--- config.mk ---
export PLATFORM = sky130hd
export DESIGN_NAME = flash_status_gen
export DESIGN_NICKNAME = d
export VERILOG_FILES = /design/src/rtl/fsg_pkg.sv /design/src/rtl/fsg_abort_timer.sv /design/src/rtl/fsg_toggle_pair.sv /design/src/rtl/fsg_status_encode.sv /design/src/rtl/flash_status_gen.sv
export SDC_FILE = /design/constraint.sdc
export NUM_CORES = 1
export LEC_CHECK = 0
export BUFFER_PORTS_ARGS = -buffer_cell sky130_fd_sc_hd__clkbuf_2
export CAP_MARGIN = 40
export CORE_MARGIN = 2
export CORE_UTILIZATION = 35
export CTS_CLUSTER_DIAMETER = 30
export DETAILED_ROUTE_END_ITERATION = 16
export PLACE_DENSITY = 0.59
export SYNTH_ARGS = -nofsm -noshare
export SYNTH_HDL_FRONTEND = slang
export SYNTH_SLANG_ARGS = --single-unit
--- constraint.sdc ---
create_clock -name clk_i -period 3.15 [get_ports clk_i]
set_input_delay 0.1575 -clock clk_i [delete_from_list [all_inputs] [get_ports clk_i]]
set_output_delay 0.1575 -clock clk_i [all_outputs]
set_load 0.02 [all_outputs]
--- src/rtl/fsg_pkg.sv ---
package fsg_pkg;
    typedef enum logic [2:0] {
        ST_IDLE      = 3'd0,
        ST_PROG      = 3'd1,
        ST_ERASE     = 3'd2,
        ST_SUSP      = 3'd3,
        ST_SUSP_PROG = 3'd4,
        ST_TO_PROG   = 3'd5,
        ST_TO_ERASE  = 3'd6
    } op_state_e;

    typedef struct packed {
        logic t6;
        logic t2;
        logic stb;
    } tgl_regs_t;

    typedef struct packed {
        logic [7:0] dq;
    } out_regs_t;
endpackage

--- src/rtl/fsg_abort_timer.sv ---
module fsg_abort_timer #(
    parameter int CLK_MHZ  = 200,
    parameter int PROG_US  = 1,
    parameter int ERASE_US = 100
) (
    input  logic clk_i,
    input  logic rst_ni,
    input  logic start_i,
    input  logic prot_i,
    input  logic erase_i,
    output logic active_o
);
    localparam int PROG_CYC  = CLK_MHZ * PROG_US;
    localparam int ERASE_CYC = CLK_MHZ * ERASE_US;
    localparam int CNT_W     = $clog2(ERASE_CYC + 1);
    localparam logic [CNT_W-1:0] PROG_LD  = CNT_W'(PROG_CYC);
    localparam logic [CNT_W-1:0] ERASE_LD = CNT_W'(ERASE_CYC);

    logic [CNT_W-1:0] cnt_d, cnt_q;

    always_comb begin
        cnt_d = cnt_q;
        if (start_i) begin
            cnt_d = prot_i ? (erase_i ? ERASE_LD : PROG_LD) : '0;
        end else if (cnt_q != '0) begin
            cnt_d = cnt_q - 1'b1;
        end
    end

    always_ff @(posedge clk_i or negedge rst_ni) begin
        if (!rst_ni) cnt_q <= '0;
        else         cnt_q <= cnt_d;
    end

    assign active_o = (cnt_q != '0);

    p_cnt_dec_r10: assert property (@(posedge clk_i) disable iff (!rst_ni)
        (cnt_q != '0 && !start_i) |=> (cnt_q == $past(cnt_q) - 1'b1))
        else $error("abort counter did not count down");

    p_load_r10: assert property (@(posedge clk_i) disable iff (!rst_ni)
        (start_i && prot_i) |=> active_o)
        else $error("protected start did not begin abort");
endmodule

--- src/rtl/fsg_toggle_pair.sv ---
module fsg_toggle_pair (
    input  logic clk_i,
    input  logic rst_ni,
    input  logic clr_i,
    input  logic stb_i,
    input  logic flip6_i,
    input  logic flip2_i,
    output logic rise_o,
    output logic t6_o,
    output logic t2_o
);
    import fsg_pkg::*;

    tgl_regs_t r_d, r_q;

    assign rise_o = stb_i && !r_q.stb;

    always_comb begin
        r_d     = r_q;
        r_d.stb = stb_i;
        if (clr_i) begin
            r_d.t6 = 1'b0;
            r_d.t2 = 1'b0;
        end else if (rise_o) begin
            if (flip6_i) r_d.t6 = !r_q.t6;
            if (flip2_i) r_d.t2 = !r_q.t2;
        end
    end

    always_ff @(posedge clk_i or negedge rst_ni) begin
        if (!rst_ni) r_q <= '0;
        else         r_q <= r_d;
    end

    assign t6_o = r_q.t6;
    assign t2_o = r_q.t2;

    p_t6_flip_r4: assert property (@(posedge clk_i) disable iff (!rst_ni)
        (rise_o && flip6_i && !clr_i) |=> (t6_o != $past(t6_o)))
        else $error("DQ6 toggle did not invert");

    p_clr_r4: assert property (@(posedge clk_i) disable iff (!rst_ni)
        clr_i |=> (!t6_o && !t2_o))
        else $error("toggles not cleared on start");
endmodule

--- src/rtl/fsg_status_encode.sv ---
module fsg_status_encode #(
    parameter int ADDR_W  = 16,
    parameter int BLK_LSB = 12
) (
    input  logic [2:0]        op_state_i,
    input  logic              abort_i,
    input  logic [ADDR_W-1:0] op_addr_i,
    input  logic [ADDR_W-1:0] rd_addr_i,
    input  logic [7:0]        prog_data_i,
    input  logic [7:0]        array_data_i,
    input  logic              t6_i,
    input  logic              t2_i,
    output logic [7:0]        rd_data_o,
    output logic              flip6_o,
    output logic              flip2_o,
    output logic              ready_o
);
    import fsg_pkg::*;

    localparam int BANK_BIT = ADDR_W - 1;

    logic      in_bank, in_blk;
    op_state_e st;

    assign st      = op_state_e'(op_state_i);
    assign in_bank = (rd_addr_i[BANK_BIT] == op_addr_i[BANK_BIT]);
    assign in_blk  = (rd_addr_i[ADDR_W-1:BLK_LSB] == op_addr_i[ADDR_W-1:BLK_LSB]);

    function automatic logic [7:0] pack_status(input logic b7, input logic b6,
                                               input logic b5, input logic b3,
                                               input logic b2, input logic [7:0] arr);
        return {b7, b6, b5, arr[4], b3, b2, arr[1:0]};
    endfunction

    always_comb begin
        rd_data_o = array_data_i;
        flip6_o   = 1'b0;
        flip2_o   = 1'b0;
        ready_o   = 1'b1;
        if (abort_i) begin
            ready_o = 1'b0;
            if (in_bank) begin
                rd_data_o = pack_status(!prog_data_i[7], t6_i, 1'b0, 1'b0, 1'b1, array_data_i);
                flip6_o   = 1'b1;
            end
        end else begin
            case (st)
                ST_PROG, ST_SUSP_PROG: begin
                    ready_o = 1'b0;
                    if (in_bank) begin
                        rd_data_o = pack_status(!prog_data_i[7], t6_i, 1'b0, 1'b0, 1'b1, array_data_i);
                        flip6_o   = 1'b1;
                    end
                end
                ST_ERASE: begin
                    ready_o = 1'b0;
                    if (in_bank) begin
                        rd_data_o = pack_status(1'b0, t6_i, 1'b0, 1'b1, t2_i, array_data_i);
                        flip6_o   = 1'b1;
                        flip2_o   = 1'b1;
                    end
                end
                ST_SUSP: begin
                    if (in_blk) begin
                        rd_data_o = pack_status(1'b1, 1'b1, 1'b0, 1'b0, t2_i, array_data_i);
                        flip2_o   = 1'b1;
                    end
                end
                ST_TO_PROG: begin
                    ready_o = 1'b0;
                    if (in_bank) begin
                        rd_data_o = pack_status(!prog_data_i[7], t6_i, 1'b1, 1'b0, 1'b1, array_data_i);
                        flip6_o   = 1'b1;
                    end
                end
                ST_TO_ERASE: begin
                    ready_o = 1'b0;
                    if (in_bank) begin
                        rd_data_o = pack_status(1'b0, t6_i, 1'b1, 1'b1, in_blk ? t2_i : 1'b1,
                                                array_data_i);
                        flip6_o   = 1'b1;
                        flip2_o   = in_blk;
                    end
                end
                default: ;
            endcase
        end
    end
endmodule

--- src/rtl/flash_status_gen.sv ---
module flash_status_gen #(
    parameter int ADDR_W   = 16,
    parameter int BLK_LSB  = 12,
    parameter int CLK_MHZ  = 200,
    parameter int PROG_US  = 1,
    parameter int ERASE_US = 100
) (
    input  logic              clk_i,
    input  logic              rst_ni,
    input  logic              op_start_i,
    input  logic              op_erase_i,
    input  logic              op_prot_i,
    input  logic [2:0]        op_state_i,
    input  logic [ADDR_W-1:0] op_addr_i,
    input  logic [7:0]        prog_data_i,
    input  logic              rd_stb_i,
    input  logic [ADDR_W-1:0] rd_addr_i,
    input  logic [7:0]        array_data_i,
    output logic [7:0]        dq_o,
    output logic              ready_o
);
    import fsg_pkg::*;

    logic       abort, rise, t6, t2, flip6, flip2;
    logic [7:0] rd_data;
    out_regs_t  o_d, o_q;

    fsg_abort_timer #(.CLK_MHZ(CLK_MHZ), .PROG_US(PROG_US), .ERASE_US(ERASE_US)) u_timer (
        .clk_i(clk_i), .rst_ni(rst_ni), .start_i(op_start_i),
        .prot_i(op_prot_i), .erase_i(op_erase_i), .active_o(abort));

    fsg_toggle_pair u_tgl (
        .clk_i(clk_i), .rst_ni(rst_ni), .clr_i(op_start_i), .stb_i(rd_stb_i),
        .flip6_i(flip6), .flip2_i(flip2), .rise_o(rise), .t6_o(t6), .t2_o(t2));

    fsg_status_encode #(.ADDR_W(ADDR_W), .BLK_LSB(BLK_LSB)) u_enc (
        .op_state_i(op_state_i), .abort_i(abort), .op_addr_i(op_addr_i),
        .rd_addr_i(rd_addr_i), .prog_data_i(prog_data_i), .array_data_i(array_data_i),
        .t6_i(t6), .t2_i(t2), .rd_data_o(rd_data), .flip6_o(flip6), .flip2_o(flip2),
        .ready_o(ready_o));

    always_comb begin
        o_d = o_q;
        if (rise) o_d.dq = rd_data;
    end

    always_ff @(posedge clk_i or negedge rst_ni) begin
        if (!rst_ni) o_q <= '0;
        else         o_q <= o_d;
    end

    assign dq_o = o_q.dq;

    p_dq_hold_r11: assert property (@(posedge clk_i) disable iff (!rst_ni)
        !(rd_stb_i && !$past(rd_stb_i)) |=> $stable(dq_o))
        else $error("dq changed without a read");

    p_abort_busy_r10: assert property (@(posedge clk_i) disable iff (!rst_ni)
        abort |-> !ready_o)
        else $error("ready high during abort");

    p_timeout_busy_r9: assert property (@(posedge clk_i) disable iff (!rst_ni)
        (op_state_i == 3'd5 || op_state_i == 3'd6) |-> !ready_o)
        else $error("ready high in timeout");

    p_timeout_dq5_r9: assert property (@(posedge clk_i) disable iff (!rst_ni)
        (rise && !abort && (op_state_i == 3'd5 || op_state_i == 3'd6)
         && rd_addr_i[ADDR_W-1] == op_addr_i[ADDR_W-1]) |=> dq_o[5])
        else $error("DQ5 low on timeout status read");

    p_susp_ready_r6: assert property (@(posedge clk_i) disable iff (!rst_ni)
        (!abort && op_state_i == 3'd3) |-> ready_o)
        else $error("ready low while suspended");
endmodule

==> results of run 1 <==
## sequential cells by signal, summed over array words and instances, names as in the netlist
name / count
u_timer.cnt_q: 15
u_tgl.t6_o: 1
dq_o: 8
u_tgl.t2_o: 1
u_tgl.r_q: 1
## power groups by stage
| stage | registers [uW] | clock network (uW) | logic (uW) |
|---|---|---|---|
| final | 504 | 277 | 440 |
| after global placement | 511 | 0 | 434 |
| after CTS | 503 | 284 | 446 |
| after global routing | 518 | 300 | 504 |
| after floorplan | 513 | 0 | 324 |
| after detailed placement | 509 | 0 | 442 |
## cells in the final DEF (no fill, tap or decap), types with 4 or more instances in the layout
master,n
nor2_1,19
nor3_1,7
nand2_1,16
a21oi_1,8
nand2b_1,5
ha_1,5
xor2_1,4
nand3_1,6
clkbuf_2,34
o21ai_0,13
dfrtp_1,26
xnor2_1,10
nor2b_1,4
inv_1,8
## final timing paths
| kind | startpoint | endpoint | slack (ns) | cells past startpoint |
|---|---|---|---|---|
| setup reg to reg | u_timer.cnt_q[0] | dq_o[3] | 0.70 | 7 |
| setup / recovery | u_timer.cnt_q[0] | ready_o | 0.58 | 6 |
| max in group asynchronous | rst_ni | dq_o[3] | 2.30 | 2 |
| hold reg to reg | dq_o[0] | dq_o[0] | 0.48 | 2 |
| min in group asynchronous | rst_ni | u_timer.cnt_q[7] | 0.43 | 2 |
| hold / removal | rd_stb_i | u_tgl.r_q[0] | 0.02 | 1 |
## logic make-up after synthesis
kind of cell / after synthesis / share of synthesized area [%]
and+or+nand+nor: 73 / 24.9
AOI/OAI and AO/OA: 43 / 17.9
DFF: 26 / 41.1
buffers and inverters: 15 / 3.64
xor gates and xnor gates: 14 / 7.75
adders and majority gates: 5 / 3.96
muxes: 1 / 0.712
## final cells by class
cell class	instances	area share, %
Multi-Input combinational cell	136	46.5
Sequential cell	26	34.6
Timing Repair Buffer	36	9.99
Tap cell	52	3.46
Clock buffer	3	2.20
Clock inverter	1	1.60
Inverter	8	1.60
## metrics by stage
step | worst slack, ns | power, uW
5_1_grt | 0.284 | 1320
2_1_floorplan | 1.02 | 838
3_5_place_dp | 0.735 | 951
6_report | 0.579 | 1220
4_1_cts | 0.554 | 1230
3_3_place_gp | 0.758 | 945
## worst max-delay path, cell delays in order, from the launching register on
cell      delay, ns
dfrtp_1        0.42
inv_1          0.08
ha_1           0.20
nor4b_1        0.33
nand4_2        0.40
nor3_1         0.46
clkbuf_2       0.24
## what timing repair did
item / 4_1_cts / 5_1_grt
resized for setup: 0 / 0
hold endpoints to repair: 26 / 0
hold buffers: 1 / 0
## metal layers
layer / track usage, % / up-vias / routed length, um / share of wire, %
li1: - / 700 / - / -
met1: 22.2 / 657 / 1740 / 51
met2: 22.8 / 23 / 1520 / 45
met3: 1.27 / 4 / 82 / 2.4
met4: 5.03 / 0 / 46 / 1.4
met5: 0 / - / 0 / 0
==> results.cfg, run 1 <==
[clocking]
tritoncts = yes
cts_sinks = 26
clockBufferDepth = 2
clk_pin_slew_ns = 0.10
clkLatencyLatePin_ns = 0.28
numCtsBuffers = 3
cts_root_buf = clkbuf_8
post_cts_buffers = 0
cts_max_level = 1

[worst_setup_path]
worstPathArrival_ns = 2.41
worstPathRequired_ns = 2.99
cp-end-kind = output port
path_max_fanout = 14
start_kind = register
critical_path_class = register to output port

[synthesis]
yosys_register_bits = 26
ys_top_cells_by_area = dfrtp_1, xnor2_1, nor2_1, o21ai_0, ha_1
synth_top_area_cell = dfrtp_1
async_reset_ff_share_pct = 100
synth_area_um2 = 1580
synth-edff-count = 0
avgSynthCellArea_um2 = 8.94
synth_commonest_cells = dfrtp_1, nor2_1, nand2_1, o21ai_0, xnor2_1
yosysMostFrequentCell = dfrtp_1
ys_seq_area_share_pct = 41.1
yosys_most_used_dff = dfrtp_1
synth.distinct_cells = 43
synthCells = 177
syn-num-nets = 239
synth_top_area_share_pct = 41.1
ys_warn_count = 0

[timing]
drv_slew = 0
setup_violations = 0
fin_crit_ns = 2.57
skew_ns = 0.0124
fin_hold_ws_ns = 0.0179
rsz0062_at_grt = no
hold_viol = 0
fmax_mhz = 389
max_slew_margin_pct = 56.1
worst_pin_slew_ns = 0.657
tns_ns = 0
min_period_over_period_pct = 81.6

[power_and_ir_drop]
comb_power_share_pct = 36.1
power_density_nw_per_um2 = 650
power.share.clock_pct = 22.7
ir_drop_mv = 0.205
power_frac_seq_pct = 41.3
intPower_uw = 776
swShare_pct = 36.4
switchingPower_uw = 444
p_leak_uw = 0.000830

[floorplan]
ioPinCount = 66
coreArea_um2 = 4350
std_cell_rows = 24
die_area_um2 = 5070
start_util_pct = 36.3
die_h_um = 71.2
die_w_um = 71.2

[detailed_routing]
wirelength_um = 3390
first_pass_iters = 4
drtAntennaViolNets = 0
post_drt_wl_per_cell_um = 12.9
drtIter0Drc = 87
drc = 0
vias = 1384
drt-vias-per-instance = 5.28

[finish]
num_antenna_cells = 0
nFillCells = 431
postLayoutCoreUtil_pct = 43.1
syn2layout_area_growth_pct = 18.7
layout-drive-gt1-share_pct = 21.0
seq_area_um2 = 651
nets = 273
stdcell_area_um2 = 1880
final_cell_count_no_fill = 262
multiInputGateArea_um2 = 873

[worst_hold_path]
hold_class = input port to register

[grt]
track_usage_pct = 14.9
grt_pass1_vias = 1308
antenna_found_initial = 0
grt-ovfl-total = 0
grt_pass1_wl_um = 6200
grt_max_degree = 27

[placement]
placedCellCount = 257
gp_congestion = 0.782
dpl_cell_area_um2 = 1800
hpwlAfterDp_um = 2530
portBuffers = 34

[job]
cap_violations = 0

[run_status]
status = finished, final reports clean
(Power assumes the default switching activity.)
==> run 2, diff against run 1 <==
--- a/config.mk
+++ b/config.mk
@@ -5,13 +5,14 @@
 export SDC_FILE = /design/constraint.sdc
 export NUM_CORES = 1
 export LEC_CHECK = 0
+export ABC_AREA = 1
 export BUFFER_PORTS_ARGS = -buffer_cell sky130_fd_sc_hd__clkbuf_2
 export CAP_MARGIN = 40
 export CORE_MARGIN = 2
 export CORE_UTILIZATION = 35
 export CTS_CLUSTER_DIAMETER = 30
 export DETAILED_ROUTE_END_ITERATION = 16
-export PLACE_DENSITY = 0.59
+export PLACE_DENSITY = 0.58
 export SYNTH_ARGS = -nofsm -noshare
 export SYNTH_HDL_FRONTEND = slang
 export SYNTH_SLANG_ARGS = --single-unit
==> constraint.sdc (replaced) <==
create_clock -name clk_i -period 2.5 [get_ports clk_i]
set_input_delay 0.125 -clock clk_i [delete_from_list [all_inputs] [get_ports clk_i]]
set_output_delay 0.125 -clock clk_i [all_outputs]
set_load 0.02 [all_outputs]
==> results.cfg, run 2 <==
[run_status]
status = finished, final reports clean

[timing]
hold_viol = 0
setup_violations = 0
tns_ns = 0
fin_crit_ns = 2.22
fin_ws_ns = 0.279
drv_slew = 0
skew_ns = 0.00169
rsz0062_at_grt = no
min_period_over_period_pct = 88.9
fmax_mhz = 450
worst_pin_slew_ns = 0.660
max_slew_margin_pct = 56.0

[finish]
regMostFlops = u_timer.cnt_q
layout-drive-gt1-share_pct = 18.2
largest_register_ffs = 15
layout_commonest_cell = nand2_1
nets = 376
final_cell_mix = nand2_1, inv_1, nor2_1, clkbuf_2, dfrtp_1
num_antenna_cells = 0
stdcell_area_um2 = 2180
syn2layout_area_growth_pct = 18.5
postLayoutCoreUtil_pct = 42.7

[clocking]
clk_pin_slew_ns = 0.09
numCtsBuffers = 3
cts_sinks = 26
cts_root_buf = clkbuf_8
cts_max_level = 1
post_cts_buffers = 0
tritoncts = yes
clockBufferDepth = 2
clkLatencyLatePin_ns = 0.27

[grt]
grt-ovfl-total = 0
track_usage_pct = 14.7
grt_max_degree = 27
antenna_found_initial = 0
grt_pass1_vias = 1588
grt_pass1_wl_um = 7090

[power_and_ir_drop]
ir_drop_mv = 0.338
p_leak_uw = 0.00119
power_density_nw_per_um2 = 740
power.total_uw = 1620

[worst_setup_path]
ff2ff_setup_slack_ns = 0.69
rr_worst_depth = 10
path_max_fanout = 3
worstPathRequired_ns = 2.38
worstPathArrival_ns = 2.10
critical_path_class = register to output port
cp-end-kind = output port
start_kind = register

[synthesis]
ys_top_cells_by_area = dfrtp_1, nand2_1, inv_1, nor2_1, a21oi_1
synth.distinct_cells = 28
synth_xor_area_share_pct = 2.38
synth-edff-count = 0
yosys_most_used_dff = dfrtp_1
synth_compound_area_share_pct = 9.99
synth_area_um2 = 1840
ys_seq_area_share_pct = 35.3
syn-num-nets = 336
synthMuxAreaShare_pct = 0
synth_top_area_share_pct = 35.3
synth_top_family_by_area = simple AND/OR/NAND/NOR gates
yosysMostFrequentCell = nand2_1
async_reset_ff_share_pct = 100
ys_warn_count = 0
avgSynthCellArea_um2 = 6.72
synth_top_area_cell = dfrtp_1
synth-adder-area-share_pct = 3.40
yosys_register_bits = 26
synth_commonest_cells = nand2_1, inv_1, nor2_1, dfrtp_1
synthCells = 274
synth-simple-area-share_pct = 40.1

[detailed_routing]
drtAntennaViolNets = 0
post_drt_wl_per_cell_um = 10.6
wirelength_um = 4060
vias = 1746
drc = 0
drtIter0Drc = 158
first_pass_iters = 4
drt-vias-per-instance = 4.56

[placement]
post-place-ws_ns = 0.592
dpl_cell_area_um2 = 2090
hpwlAfterDp_um = 3070
portBuffers = 34
gp_congestion = 0.849

[floorplan]
start_util_pct = 36.1
die_h_um = 76.5
coreArea_um2 = 5110
std_cell_rows = 26
ioPinCount = 66
die_w_um = 76.5
die_area_um2 = 5860

[job]
cap_violations = 0

[worst_hold_path]
whs_path_depth = 3
hold_class = input port to register
run 2: stage by stage:
stage,cells,hold WS (ns)
6_report,383,0.0480
5_1_grt,383,0.0476
4_1_cts,383,0.0306
3_5_place_dp,377,0.196
3_3_place_gp,377,0.196
2_1_floorplan,274,-0.171
run 2: critical path, stage by stage, from the launching register on:
cell,delay (ns)
dfrtp_1,0.40
inv_1,0.08
ha_1,0.22
nand2_1,0.07
nor2_1,0.14
nand2_1,0.11
nor2_2,0.15
nand4_1,0.23
nor3_1,0.22
clkbuf_2,0.20
run 2: kinds of logic (layout without fill, tap and decap cells):
group           count (synthesis)  count (layout)
compound gates                 33              33
xor+xnor                        5               5
fa+ha+maj                       5               5
buf+inv                        42              81
flops                          26              26
simple gates                  163             163
run 2: repair_timing:
action	in CTS	in global routing
hold endpoints to repair	27	0
hold buffers	2	0
resized for setup	0	0
endpoints found under the setup margin	0	0
run 2: cell type report:
cell class,count,area (um^2)
flip-flops and latches,26,651
well taps,70,87.6
clock buffers,3,41.3
clock inverters,1,30.0
fillers,564,2920
repair buffers,36,190
multi-input cells,206,1030
inverters,41,154
run 2: layer usage:
metal	up-vias	wire length, um	track usage, %
li1	934	-	-
met1	782	2040	20.5
met2	26	1810	23.1
met3	4	184	3.44
met4	0	29	3.27
met5	-	0	0
run 2: worst paths after layout:
path | from | to
max | u_timer.cnt_q[0] | ready_o
min in group asynchronous | rst_ni | u_timer.cnt_q[4]
min | array_data_i[0] | dq_o[0]
min reg2reg | dq_o[1] | dq_o[1]
max in group asynchronous | rst_ni | u_timer.cnt_q[12]
max reg2reg | u_timer.cnt_q[0] | dq_o[2]
run 2: power breakdown:
part,switching (uW),internal [uW],leakage [uW]
combinational,416,239,0.000824
sequential,94.7,516,0.000329
clock,136,214,0.0000357
total,647,970,0.00119
==> run 3, diff against run 2 <==
--- a/config.mk
+++ b/config.mk
@@ -6,13 +6,14 @@
 export NUM_CORES = 1
 export LEC_CHECK = 0
 export ABC_AREA = 1
-export BUFFER_PORTS_ARGS = -buffer_cell sky130_fd_sc_hd__clkbuf_2
 export CAP_MARGIN = 40
 export CORE_MARGIN = 2
 export CORE_UTILIZATION = 35
 export CTS_CLUSTER_DIAMETER = 30
 export DETAILED_ROUTE_END_ITERATION = 16
-export PLACE_DENSITY = 0.58
+export DONT_BUFFER_PORTS = 1
+export PLACE_DENSITY = 0.47
+export RECOVER_POWER = 25
 export SYNTH_ARGS = -nofsm -noshare
 export SYNTH_HDL_FRONTEND = slang
 export SYNTH_SLANG_ARGS = --single-unit
==> results.cfg, run 3 (synthesis results as in run 2) <==
[placement]
hpwlAfterDp_um = 3210
post-place-ws_ns = 0.628
gp_congestion = 0.822
dpl_cell_area_um2 = 1930
placedCellCount = 344
portBuffers = 0

[detailed_routing]
drtAntennaViolNets = 0
drt-vias-per-instance = 4.57
first_pass_iters = 4
drc = 0
drtIter0Drc = 92
post_drt_wl_per_cell_um = 12.1
vias = 1624
wirelength_um = 4290

[worst_setup_path]
path_buf_inv = 2
worstPathArrival_ns = 2.07
critical_path_class = register to output port
path_delay_family = simple AND/OR/NAND/NOR gates
rr_worst_depth = 10
r2r-end = dq_o[2]
max_stage_delay_ns = 0.40
rr_startpoint = u_timer.cnt_q[0]
start_kind = register
path_max_fanout = 3
cp-end-kind = output port
cp_common_cell = nand2_1
ff2ff_setup_slack_ns = 0.66
crit_chain = inv_1 -> ha_1 -> nand2_1 -> nor2_1 -> nand2_1 -> nor2_2 -> nand4_1 -> nor3_1 -> buf_4
crit_slowest_cell = dfrtp_1
worstPathRequired_ns = 2.38

[finish]
regMostFlops = u_timer.cnt_q
final_cell_count_no_fill = 355
layout-drive-gt1-share_pct = 8.42
final_cell_mix = nand2_1, inv_1, nor2_1, dfrtp_1
num_antenna_cells = 0
stdcell_area_um2 = 2060
layout_commonest_cell = nand2_1
syn2layout_area_growth_pct = 12.1
largest_register_ffs = 15
nets = 348

[floorplan]
std_cell_rows = 26
start_util_pct = 36.1
coreArea_um2 = 5110
die_h_um = 76.5
die_w_um = 76.5
ioPinCount = 66
die_area_um2 = 5860

[clocking]
numCtsBuffers = 3
clkLatencyLatePin_ns = 0.28
tritoncts = yes
clockBufferDepth = 2
clk_pin_slew_ns = 0.10
cts_root_buf = clkbuf_8
post_cts_buffers = 0
cts_max_level = 1
cts_sinks = 26

[power_and_ir_drop]
ir_drop_mv = 0.362
power_density_nw_per_um2 = 776
p_leak_uw = 0.00107

[timing]
min_period_over_period_pct = 87.9
fmax_mhz = 455
skew_ns = 0.00214
worst_pin_slew_ns = 1.41
setup_violations = 0
rsz0062_at_grt = no
fin_crit_ns = 2.20
tns_ns = 0
hold_viol = 0
drv_slew = 0
fin_ws_ns = 0.303
max_slew_margin_pct = 5.88

[grt]
grt_max_degree = 27
antenna_found_initial = 0
grt-ovfl-total = 0
track_usage_pct = 16.0
grt_pass1_wl_um = 7600
grt_pass1_vias = 1602

[worst_hold_path]
hold_class = input port to register
hold_end = u_timer.cnt_q[5]
hp-start = op_start_i
whs_path_depth = 3

[job]
cap_violations = 0

[run_status]
status = finished, final reports clean
==> run 3: changes by cell type in the layout (fill, tap and decap cells not counted) <==
cell	delta
dlygate4sd3_1	+4
buf_4	+1
clkbuf_1	+1
clkbuf_2	-34
==> run 3: how the worst max path moves through the flow <==
stage | cells after the start | endpoint | from
after detailed placement | 9 | ready_o | u_timer.cnt_q[0]
after global placement | 9 | ready_o | u_timer.cnt_q[0]
final | 9 | ready_o | u_timer.cnt_q[0]
after floorplan | 8 | ready_o | u_timer.cnt_q[0]
after CTS | 9 | ready_o | u_timer.cnt_q[0]
after global routing | 9 | ready_o | u_timer.cnt_q[0]
==> run 3: report_power, final <==
group          internal [uW]  switching (uW)  leakage (uW)
registers                516             126      0.000329
clock network            215             147     0.0000357
logic                    218             380      0.000705
total                    949             653       0.00107
==> run 3: worst min-delay path, stage by stage <==
cell and delay (ns):
a21oi_1 0.02, o21ai_0 0.06, a21oi_1 0.06
==> run 3: routing by layer <==
layer	wire (um)	vias to the layer above	part of all wire (%)	GRT usage [%]
li1	-	875	-	-
met1	2310	724	54	23.8
met2	1810	20	42	23.6
met3	125	5	2.9	2.37
met4	51	0	1.2	5.45
met5	0	-	0	0
==> run 3: metrics by stage <==
step | total power [uW] | hold slack, ns | utilization [%]
6_report | 1600 | 0.0165 | 40.4
5_1_grt | 1760 | 0.0301 | 40.4
4_1_cts | 1620 | 0.00913 | 40.7
3_5_place_dp | 1240 | -0.170 | 37.8
3_3_place_gp | 1230 | -0.170 | 37.8
2_1_floorplan | 1120 | -0.171 | -
==> run 3: final cells by class <==
class | instances | area (um^2)
inverter | 41 | 154
clock buffer | 3 | 41.3
fill | 550 | 3040
multi-input combinational | 206 | 1030
timing repair buffer | 8 | 71.3
clock inverter | 1 | 30.0
tap | 70 | 87.6
sequential | 26 | 651
==> run 3: timing repair <==
action | in CTS | in global routing
endpoints found under the hold margin | 31 | 0
resized for setup | 0 | 0
hold buffers | 7 | 0
